==> src/rtl/wnv_pkg.sv <==
// Package: shared constants and types for the wiper code register block.
// Assumes an 8-bit register address and an 8-bit data byte.
package wnv_pkg;
    localparam logic [7:0] ADDR_WIPER = 8'h00;
    localparam logic [7:0] ADDR_CTRL  = 8'h02;
    localparam int         MODE_BIT   = 7;

    typedef enum logic [1:0] {
        NV_RECALL = 2'd0,
        NV_IDLE   = 2'd1,
        NV_WRITE  = 2'd2
    } nv_state_e;
endpackage

==> src/rtl/wnv_store.sv <==
// Module: wnv_store
// Models the non-volatile initial value cell and its timing. After reset it
// counts RECALL_CYCLES and then pulses recall_pulse so that the register file
// loads the stored code. A commit accepted in idle captures the value and
// holds busy for WRITE_CYCLES cycles; the cell is updated on the last one.
// Assumes commit_req is a one-cycle pulse. The cell itself has no reset, so
// its contents survive rst_n. It starts at INIT_CODE.
module wnv_store
    import wnv_pkg::*;
#(
    parameter int                 WIPER_W       = 7,
    parameter logic [WIPER_W-1:0] INIT_CODE     = 7'h40,
    parameter int                 WRITE_CYCLES  = 20,
    parameter int                 RECALL_CYCLES = 12
) (
    input  logic               clk,
    input  logic               rst_n,
    input  logic               commit_req,
    input  logic [WIPER_W-1:0] commit_val,
    output logic               busy,
    output logic               recall_pulse,
    output logic [WIPER_W-1:0] stored
);
    localparam int CNT_MAX = (WRITE_CYCLES > RECALL_CYCLES) ? WRITE_CYCLES : RECALL_CYCLES;
    localparam int CNT_W   = $clog2(CNT_MAX + 1);

    nv_state_e          state_q;
    logic [CNT_W-1:0]   cnt_q;
    logic [WIPER_W-1:0] staged_q;
    logic [WIPER_W-1:0] nv_q = INIT_CODE;
    logic               accept;
    logic               write_done;

    assign accept       = (state_q == NV_IDLE) && commit_req;
    assign write_done   = (state_q == NV_WRITE) && (cnt_q == '0);
    assign recall_pulse = (state_q == NV_RECALL) && (cnt_q == '0);
    assign busy         = (state_q != NV_IDLE);
    assign stored       = nv_q;

    // Sequencer: recall window after reset, write window after a commit.
    always_ff @(posedge clk) begin
        if (!rst_n) begin
            state_q <= NV_RECALL;
            cnt_q   <= CNT_W'(RECALL_CYCLES - 1);
        end else begin
            case (state_q)
                NV_RECALL: begin
                    if (cnt_q == '0) state_q <= NV_IDLE;
                    else             cnt_q   <= cnt_q - 1'b1;
                end
                NV_IDLE: begin
                    if (accept) begin
                        state_q <= NV_WRITE;
                        cnt_q   <= CNT_W'(WRITE_CYCLES - 1);
                    end
                end
                NV_WRITE: begin
                    if (cnt_q == '0) state_q <= NV_IDLE;
                    else             cnt_q   <= cnt_q - 1'b1;
                end
                default: state_q <= NV_IDLE;
            endcase
        end
    end

    // Capture the value to program when a commit is accepted.
    always_ff @(posedge clk) begin
        if (!rst_n)      staged_q <= INIT_CODE;
        else if (accept) staged_q <= commit_val;
    end

    // Non-volatile cell: written only at the end of a write window.
    always_ff @(posedge clk) begin
        if (write_done) nv_q <= staged_q;
    end
endmodule

==> src/rtl/wnv_regs.sv <==
// Module: wnv_regs
// Register file: the live wiper code, the mode bit and the staging of
// values for the store. Applies the mode rule, drops the staged value on a
// repeated START, and asks for a commit on STOP. Ignores writes while busy.
// Assumes strobes and events are one-cycle pulses from the bus front end.
module wnv_regs
    import wnv_pkg::*;
#(
    parameter int WIPER_W = 7,
    parameter int ADDR_W  = 8,
    parameter int DATA_W  = 8
) (
    input  logic               clk,
    input  logic               rst_n,
    input  logic               wr_en,
    input  logic [ADDR_W-1:0]  wr_addr,
    input  logic [DATA_W-1:0]  wr_data,
    input  logic               rd_en,
    input  logic [ADDR_W-1:0]  rd_addr,
    output logic [DATA_W-1:0]  rd_data,
    input  logic               stop_evt,
    input  logic               restart_evt,
    input  logic               busy,
    input  logic               recall_pulse,
    input  logic [WIPER_W-1:0] recall_val,
    output logic [WIPER_W-1:0] wiper,
    output logic               commit_req,
    output logic [WIPER_W-1:0] commit_val
);
    logic [WIPER_W-1:0] wr_q;
    logic               mode_q;
    logic               pend_q;
    logic [WIPER_W-1:0] pval_q;
    logic               wr_ok;
    logic               hit_wiper;
    logic               hit_ctrl;

    assign wr_ok      = wr_en && !busy;
    assign hit_wiper  = wr_ok && (wr_addr == ADDR_W'(ADDR_WIPER));
    assign hit_ctrl   = wr_ok && (wr_addr == ADDR_W'(ADDR_CTRL));
    assign wiper      = wr_q;
    assign commit_req = stop_evt && pend_q;
    assign commit_val = pval_q;

    // Live wiper code: loaded by recall or by an accepted write to 00h.
    always_ff @(posedge clk) begin
        if (!rst_n)            wr_q <= '0;
        else if (recall_pulse) wr_q <= recall_val;
        else if (hit_wiper)    wr_q <= wr_data[WIPER_W-1:0];
    end

    // Mode bit: volatile, cleared by reset.
    always_ff @(posedge clk) begin
        if (!rst_n)        mode_q <= 1'b0;
        else if (hit_ctrl) mode_q <= wr_data[MODE_BIT];
    end

    // Staging: mode-0 writes arm a commit; a transaction end disarms it.
    always_ff @(posedge clk) begin
        if (!rst_n) begin
            pend_q <= 1'b0;
            pval_q <= '0;
        end else if (!busy && (stop_evt || restart_evt)) begin
            pend_q <= 1'b0;
        end else if (hit_wiper && !mode_q) begin
            pend_q <= 1'b1;
            pval_q <= wr_data[WIPER_W-1:0];
        end
    end

    // Registered read mux; unmapped addresses read as zero.
    always_ff @(posedge clk) begin
        if (!rst_n) begin
            rd_data <= '0;
        end else if (rd_en) begin
            if (rd_addr == ADDR_W'(ADDR_WIPER))     rd_data <= DATA_W'(wr_q);
            else if (rd_addr == ADDR_W'(ADDR_CTRL)) rd_data <= DATA_W'({mode_q, 7'b0});
            else                                    rd_data <= '0;
        end
    end
endmodule

==> src/rtl/wiper_nv_ctrl.sv <==
// Module: wiper_nv_ctrl (top)
// Wiper code register with a non-volatile initial value. Connects the
// register file to the store model. Assumes a bus front end that turns bus
// traffic into write strobes, read requests and STOP or repeated-START pulses.
module wiper_nv_ctrl #(
    parameter int                 WIPER_W       = 7,
    parameter int                 ADDR_W        = 8,
    parameter int                 DATA_W        = 8,
    parameter logic [WIPER_W-1:0] INIT_CODE     = 7'h40,
    parameter int                 WRITE_CYCLES  = 20,
    parameter int                 RECALL_CYCLES = 12
) (
    input  logic               clk,
    input  logic               rst_n,
    input  logic               wr_en,
    input  logic [ADDR_W-1:0]  wr_addr,
    input  logic [DATA_W-1:0]  wr_data,
    input  logic               rd_en,
    input  logic [ADDR_W-1:0]  rd_addr,
    output logic [DATA_W-1:0]  rd_data,
    input  logic               stop_evt,
    input  logic               restart_evt,
    output logic               busy,
    output logic [WIPER_W-1:0] wiper
);
    logic               recall_pulse;
    logic [WIPER_W-1:0] stored;
    logic               commit_req;
    logic [WIPER_W-1:0] commit_val;

    wnv_regs #(
        .WIPER_W(WIPER_W), .ADDR_W(ADDR_W), .DATA_W(DATA_W)
    ) u_regs (
        .clk(clk), .rst_n(rst_n),
        .wr_en(wr_en), .wr_addr(wr_addr), .wr_data(wr_data),
        .rd_en(rd_en), .rd_addr(rd_addr), .rd_data(rd_data),
        .stop_evt(stop_evt), .restart_evt(restart_evt),
        .busy(busy), .recall_pulse(recall_pulse), .recall_val(stored),
        .wiper(wiper), .commit_req(commit_req), .commit_val(commit_val)
    );

    wnv_store #(
        .WIPER_W(WIPER_W), .INIT_CODE(INIT_CODE),
        .WRITE_CYCLES(WRITE_CYCLES), .RECALL_CYCLES(RECALL_CYCLES)
    ) u_store (
        .clk(clk), .rst_n(rst_n),
        .commit_req(commit_req), .commit_val(commit_val),
        .busy(busy), .recall_pulse(recall_pulse), .stored(stored)
    );
endmodule

==> config.mk <==
export PLATFORM = sky130hd
export DESIGN_NAME = wiper_nv_ctrl
export DESIGN_NICKNAME = d
export VERILOG_FILES = /design/src/rtl/wnv_pkg.sv /design/src/rtl/wnv_store.sv /design/src/rtl/wnv_regs.sv /design/src/rtl/wiper_nv_ctrl.sv
export SDC_FILE = /design/constraint.sdc
export NUM_CORES = 1
export LEC_CHECK = 0
export ABC_AREA = 1
export BUFFER_PORTS_ARGS = -buffer_cell sky130_fd_sc_hd__buf_4
export CAP_MARGIN = 20
export CORE_MARGIN = 3
export CORE_UTILIZATION = 40
export CTS_CLUSTER_DIAMETER = 40
export DETAILED_ROUTE_END_ITERATION = 8
export SKIP_LAST_GASP = 1
export SYNTH_ARGS = -nofsm -noshare
export SYNTH_HDL_FRONTEND = slang
export SYNTH_SLANG_ARGS = --single-unit
==> constraint.sdc <==
create_clock -name clk -period 1.8 [get_ports clk]
set_input_delay 0.09 -clock clk [delete_from_list [all_inputs] [get_ports clk]]
set_output_delay 0.09 -clock clk [all_outputs]
set_load 0.1 [all_outputs]
# Word level (Yosys, flattened, before mapping)
# Cells that the tools add are included.
# W data, S select, Z words.
dict set report word_totals {
  reg_bits 45
  inputBits 30
  out_inout_bits 16
  wordCells 53
}
dict set report op_classes {
  add_sub_neg 1
  eq_ne 8
  muxes 10
  bitwise_logic 2
  reduce_logical 23
}
# operator count
set op_table {}
lappend op_table {{$eq A8 B2 Y1 const B} 2}
lappend op_table {{$logic_not A8 Y1} 2}
lappend op_table {{$mux W8} 2}
lappend op_table {{$mux W7} 2}
lappend op_table {{$mux W5} 2}
lappend op_table {{$pmux W5 S2} 1}
lappend op_table {{$logic_and A1 B1 Y1} 9}
lappend op_table {{$ne A2 B1 Y1 const B} 3}
lappend op_table {{$logic_not A5 Y1} 1}
lappend op_table {{$sub A5 B1 Y5 const B} 1}
lappend op_table {{$mux W2} 2}
lappend op_table {{$pmux W2 S2} 1}
lappend op_table {{$reduce_and A2 Y1} 2}
lappend op_table {{$reduce_bool A2 Y1} 2}
lappend op_table {{$reduce_or A2 Y1} 2}
lappend op_table {{$reduce_and A3 Y1} 1}
lappend op_table {{$eq A2 B1 Y1 const B} 1}
lappend op_table {{$eq A2 B2 Y1 const B} 1}
lappend op_table {{$logic_not A1 Y1} 2}
lappend op_table {{$logic_not A2 Y1} 1}
lappend op_table {{$ne A2 B2 Y1 const B} 1}
lappend op_table {{$not A1 Y1} 2}
lappend op_table {{$logic_or A1 B1 Y1} 1}

# Longest topological paths before layout
dict set report logic_depth {
  depth_word 6
  mapped_depth 8
  ltp_nobuf 8
}

# Cells and area by module
# From an unflattened synthesis, not the netlist that was laid out.
dict set report unflattened {
  hier_cells 260
  hier_area_um2 1943.1
}
# module n_inst cells_per_inst area_each_um2 seq_area_each_um2
set modules_own_cells {}
lappend modules_own_cells {wnv_regs 1 173 1126.1 480.5}
lappend modules_own_cells {wnv_store 1 87 817.0 490.5}

# Worst setup path after synthesis
# No wires, ideal clock.
dict set report synth_timing {
  path_type {reg2reg}
  start {register u_store.cnt_q[0]}
  end {register u_store.nv_q[0], in the netlist u_store.stored[0] (enable)}
  setup_ns 0.380
  arrival_time_ns 1.204
  required_time_ns 1.420
  slack_ns 0.216
  path_stages_with_launch 5
  n_path_buf 0
  period_less_slack_ns 1.584
  cell_sequence {dfxtp_1 inv_1 ha_1 nand3_1 nor3_1}
}
dict set report synth_via {
  elab_chain_cells 2
}
# element line_no
set synth_rtl {}
lappend synth_rtl {{start: declaration} wnv_store.sv:28} ;# logic [CNT_W-1:0] cnt_q;
lappend synth_rtl {{start signal: assignment} wnv_store.sv:44} ;# cnt_q <= CNT_W'(RECALL_CYCLES - 1);
lappend synth_rtl {{start signal: assignment} wnv_store.sv:49} ;# else cnt_q <= cnt_q - 1'b1;
lappend synth_rtl {{start signal: assignment} wnv_store.sv:54} ;# cnt_q <= CNT_W'(WRITE_CYCLES - 1);
lappend synth_rtl {{$logic_not A5 Y1} wnv_store.sv:35} ;# assign write_done = (state_q == NV_WRITE) && (cnt_q == '0);
lappend synth_rtl {{$logic_and A1 B1 Y1} wnv_store.sv:35}
lappend synth_rtl {{named net u_store.write_done} wnv_store.sv:32} ;# logic write_done;
lappend synth_rtl {{end signal: assignment} wnv_store.sv:74} ;# if (write_done) nv_q <= staged_q;
lappend synth_rtl {{end: declaration} wnv_store.sv:30} ;# logic [WIPER_W-1:0] nv_q = INIT_CODE;
# The timed path passes the listed nets, and every way through them passes these cells.
# A chain may end at the register's enable or synchronous reset.

# Final worst setup path
dict set report layout_timing {
  start {register u_store.cnt_q[0]}
  end {register u_regs.wr_q[4], in the netlist u_regs.wiper[4]}
}
dict set report layout_via {
  elab_chain_cells 3
  word_cells_on_any_way 4
  cone_classes {mux (1); reduce/logical (3)}
}
# element line_no
set layout_rtl {}
lappend layout_rtl {{$logic_not A5 Y1 (*)} wnv_store.sv:36} ;# assign recall_pulse = (state_q == NV_RECALL) && (cnt_q == '0);
lappend layout_rtl {{$logic_and A1 B1 Y1 (*)} wnv_store.sv:36}
lappend layout_rtl {{$mux W7 / $reduce_bool A2 Y1 (equally long branches)} --}
lappend layout_rtl {{end signal: assignment} wnv_regs.sv:48} ;# else if (recall_pulse) wr_q <= recall_val;
lappend layout_rtl {{end signal: assignment} wnv_regs.sv:49} ;# else if (hit_wiper) wr_q <= wr_data[WIPER_W-1:0];
lappend layout_rtl {{end: declaration} wnv_regs.sv:30} ;# logic [WIPER_W-1:0] wr_q;
# Mark *: on every way between the ends. The rest lies on a longest branch, timed or not.

==> impl_metrics.env <==
export IMPL_synth_simple_area_share_pct=28.34
export IMPL_synth_top_family_by_area="simple AND/OR/NAND/NOR gates"
export IMPL_drc=0
export IMPL_synth_area_per_cell_um2=7.921
export IMPL_status="finished, final reports clean"
export IMPL_synthMuxAreaShare_pct=0
export IMPL_setup_viol=0
export IMPL_drive_gt1_share_pct=23.73
export IMPL_critPathMaxFanout=8
export IMPL_cp_cell_sequence="inv_1 > ha_1 > nand2_1 > nor2_2 > nand2_2 > nand3_1 > a21oi_1"
export IMPL_worstSetupPathType="reg2reg"
export IMPL_holdCritStartpoint="wr_data[1]"
export IMPL_dp_cells=352
export IMPL_crit_path_max_incr_delay_ns=0.33
export IMPL_synthAdderAreaFrac_pct=0.6369
export IMPL_p_per_area_nw_per_um2=774.2
export IMPL_grt_met1_usage_pct=20.92
export IMPL_viasPerCell=4.567
export IMPL_grt_met2_usage_pct=21.28
export IMPL_ant_nets=0
export IMPL_numCtsBuffers=5
export IMPL_r2r_setup_slack_ns=0.38
export IMPL_power_leakage_nw=1.056
export IMPL_rr_worst_depth=7
export IMPL_holdPathStages=3
export IMPL_area_growth_syn_to_layout_pct=24.20
export IMPL_max_freq_ghz=0.7063
export IMPL_numPortBuffers=45
export IMPL_ir_drop_mv=0.5285
export IMPL_ioPinCount=46
export IMPL_die_y_um=76.08
export IMPL_synth_cells_most_frequent="nand2_1 (44), dfxtp_1 (38), nor2_1 (28), a21oi_1 (27), inv_1 (27)"
export IMPL_grt_usage_pct=14.94
export IMPL_clock_sinks=45
export IMPL_syn_inst=248
export IMPL_gp_congestion=0.7191
export IMPL_avgRoutedWirePerCell_um=11.61
export IMPL_grt_setup_unrepaired="no"
export IMPL_drt_iter0_drc=74
export IMPL_slew_headroom_pct=63.03
export IMPL_yosysWarnings=0
export IMPL_finalNetCount=325
export IMPL_cp_end_kind="register"
export IMPL_period_minus_slack_ns=1.416
export IMPL_num_rows=24
export IMPL_synth_largest_area_cell="dfxtp_1"
export IMPL_root_buffer="clkbuf_8"
export IMPL_clk_pin_slew_ns=0.09
export IMPL_hold_class="in2reg"
export IMPL_dr_pass1_iters=4
export IMPL_syn_nets=279
export IMPL_diodes=0
export IMPL_synth_most_common_cell="nand2_1"
export IMPL_synth_compound_area_share_pct=12.36
export IMPL_drv_cap=0
export IMPL_grt_busiest_layer="met2"
export IMPL_grt_max_degree=28
export IMPL_cts_tree="built"
export IMPL_ys_flop_type="dfxtp_1"
export IMPL_final_hold_viol_count=0
export IMPL_clock_latency_ns=0.30
export IMPL_ctsHoldBuffers=0
export IMPL_synth_xor_xnor_area_share_pct=0.8917
export IMPL_period_share_pct=78.66
export IMPL_synth_area_um2=1964
export IMPL_grt_pass1_wl_mm=7.113
export IMPL_grt_pass1_vias=1506
export IMPL_tns_ns=0
export IMPL_ys_seq_elements=45
export IMPL_gr_usage_met3_pct=5.674
export IMPL_antenna_found_initial=0
export IMPL_r2r_start="u_store.cnt_q[0]"
export IMPL_power_mw=1.889
export IMPL_rr_endpoint="u_regs.wiper[4]"
export IMPL_synthArstFlopShare_pct=0
export IMPL_postCtsSetupBuffers=0
export IMPL_dp_hpwl_mm=3.181
export IMPL_die_area_um2=5788
export IMPL_min_to="u_regs.commit_val[1]"
export IMPL_vias=1644
export IMPL_h_tree_depth=2
export IMPL_synth_edf_count=7
export IMPL_yosysUniqueCellTypes=31
export IMPL_final_cells=360
export IMPL_synth_area_top_cells="dfxtp_1 (39%), edfxtp_1 (11%), nand2_1 (8.4%)"
export IMPL_skew_ns=0.008944
export IMPL_routed_wirelength_mm=4.178
export IMPL_final_max_slew_violation_count=0
export IMPL_synth_top_area_share_pct=38.73
export IMPL_coreArea_um2=4534
export IMPL_cpMaxStageDelayCell="dfxtp_1"
export IMPL_startpoint_type="register"
export IMPL_worstPathArrival_ns=1.59
export IMPL_critPathRequiredTime_ns=1.98
export IMPL_start_util_pct=43.32
export IMPL_die_x_um=76.08
export IMPL_postCtsResizedCells=0
export IMPL_synth_seq_area_share_pct=49.43
export IMPL_tightest_slew_ns=0.5525
export IMPL_grt_ovfl_total=0
export IMPL_clockBufferDepth=2
[sequential cells by signal (all words and copies together), names as in the netlist]
name and flops:
u_regs.rd_data 8, u_store.cnt_q 5, u_regs.commit_val 7, u_store.staged_q 7, u_store.state_q 2, u_regs.pend_q 1
u_store.stored 7, u_regs.mode_q 1, u_regs.wiper 7
[layout by cell type (no fill, tap or decap)]
master    synthesis  final
inv_2             3      3
nand2_1          44     44
buf_4             0     46
nor2_2            2      2
o211ai_1          1      1
edfxtp_1          7      7
nand4_2           1      1
a21oi_1          27     27
a211oi_1          1      1
clkbuf_8          0      5
nor3_1            3      3
nand3_1          26     26
o21ai_1           3      3
nand4_4           1      1
inv_1            27     27
nand2_2           1      1
nor2_4            3      3
dfxtp_1          38     38
nor3_2            1      1
clkinv_1          1      1
xor2_1            2      2
nand3_2           1      1
clkinv_4          0      2
ha_1              1      1
nand4_1           1      1
o21ai_0          14     14
nor2_1           28     28
nand3_4           1      1
clkinv_2          1      2
o21a_1            1      1
nand2_4           1      1
[critical path, delay by kind of cell (launching register included)]
kind                       cells  cell delay (ns)
and+or+nand+nor                4             0.65
DFF                            1             0.33
adders and majority gates      1             0.19
AOI/OAI and AO/OA              1             0.07
buffers and inverters          1             0.06
[layer usage]
layer / vias up / part of all wire [%]
met4: 0 / 0.84
met2: 39 / 41
met1: 703 / 52
li1: 897 / -
met5: - / 0
met3: 5 / 6.5
[area by class of cell]
class                      count  area [um^2]
fill                         447         2095
sequential                    45        970.9
multi-input combinational    164        829.5
timing repair buffer          46        345.3
inverter                      32        121.4
tap                           65        81.33
clock buffer                   5        68.82
clock inverter                 3        22.52
[report_power, final]
group	switching, mW	internal (mW)	total [mW]	leakage, nW
Sequential	0.0117	1.03	1.05	0.358
Clock	0.346	0.275	0.622	0.0481
Combinational	0.144	0.0766	0.221	0.650
Total	0.502	1.39	1.89	1.06
[metrics by stage]
step	instance area, um^2	utilization, %	setup WS, ns	hold WS [ns]
final	2440	53.81	0.3842	0.02908
after detailed placement	2349	51.79	0.3610	0.3416
after global placement	2349	51.79	0.3585	0.3319
after global routing	2440	53.81	0.2013	0.03533
after CTS	2440	53.81	0.3572	0.02367
after floorplan	1964	-	0.2164	0.2249
[cells by family after synthesis]
logic type | count (synthesis)
adders and majority gates | 1
DFF | 45
and+or+nand+nor | 114
xor gates and xnor gates | 2
AOI/OAI and AO/OA | 47
buffers and inverters | 39
[worst max path at each step]
stage / startpoint / end / slack [ns] / cells past startpoint
finish: u_store.cnt_q[0] / u_regs.wiper[4] / 0.38 / 7
global route: u_store.cnt_q[1] / u_regs.wiper[1] / 0.20 / 7
global placement: u_store.cnt_q[0] / u_regs.wiper[4] / 0.36 / 7
detailed placement: u_store.cnt_q[0] / u_regs.wiper[4] / 0.36 / 7
floorplan: u_store.cnt_q[0] / u_store.stored[0] / 0.22 / 4
CTS: u_store.cnt_q[0] / u_regs.wiper[4] / 0.36 / 7
Power figures use the tool's default switching activity.
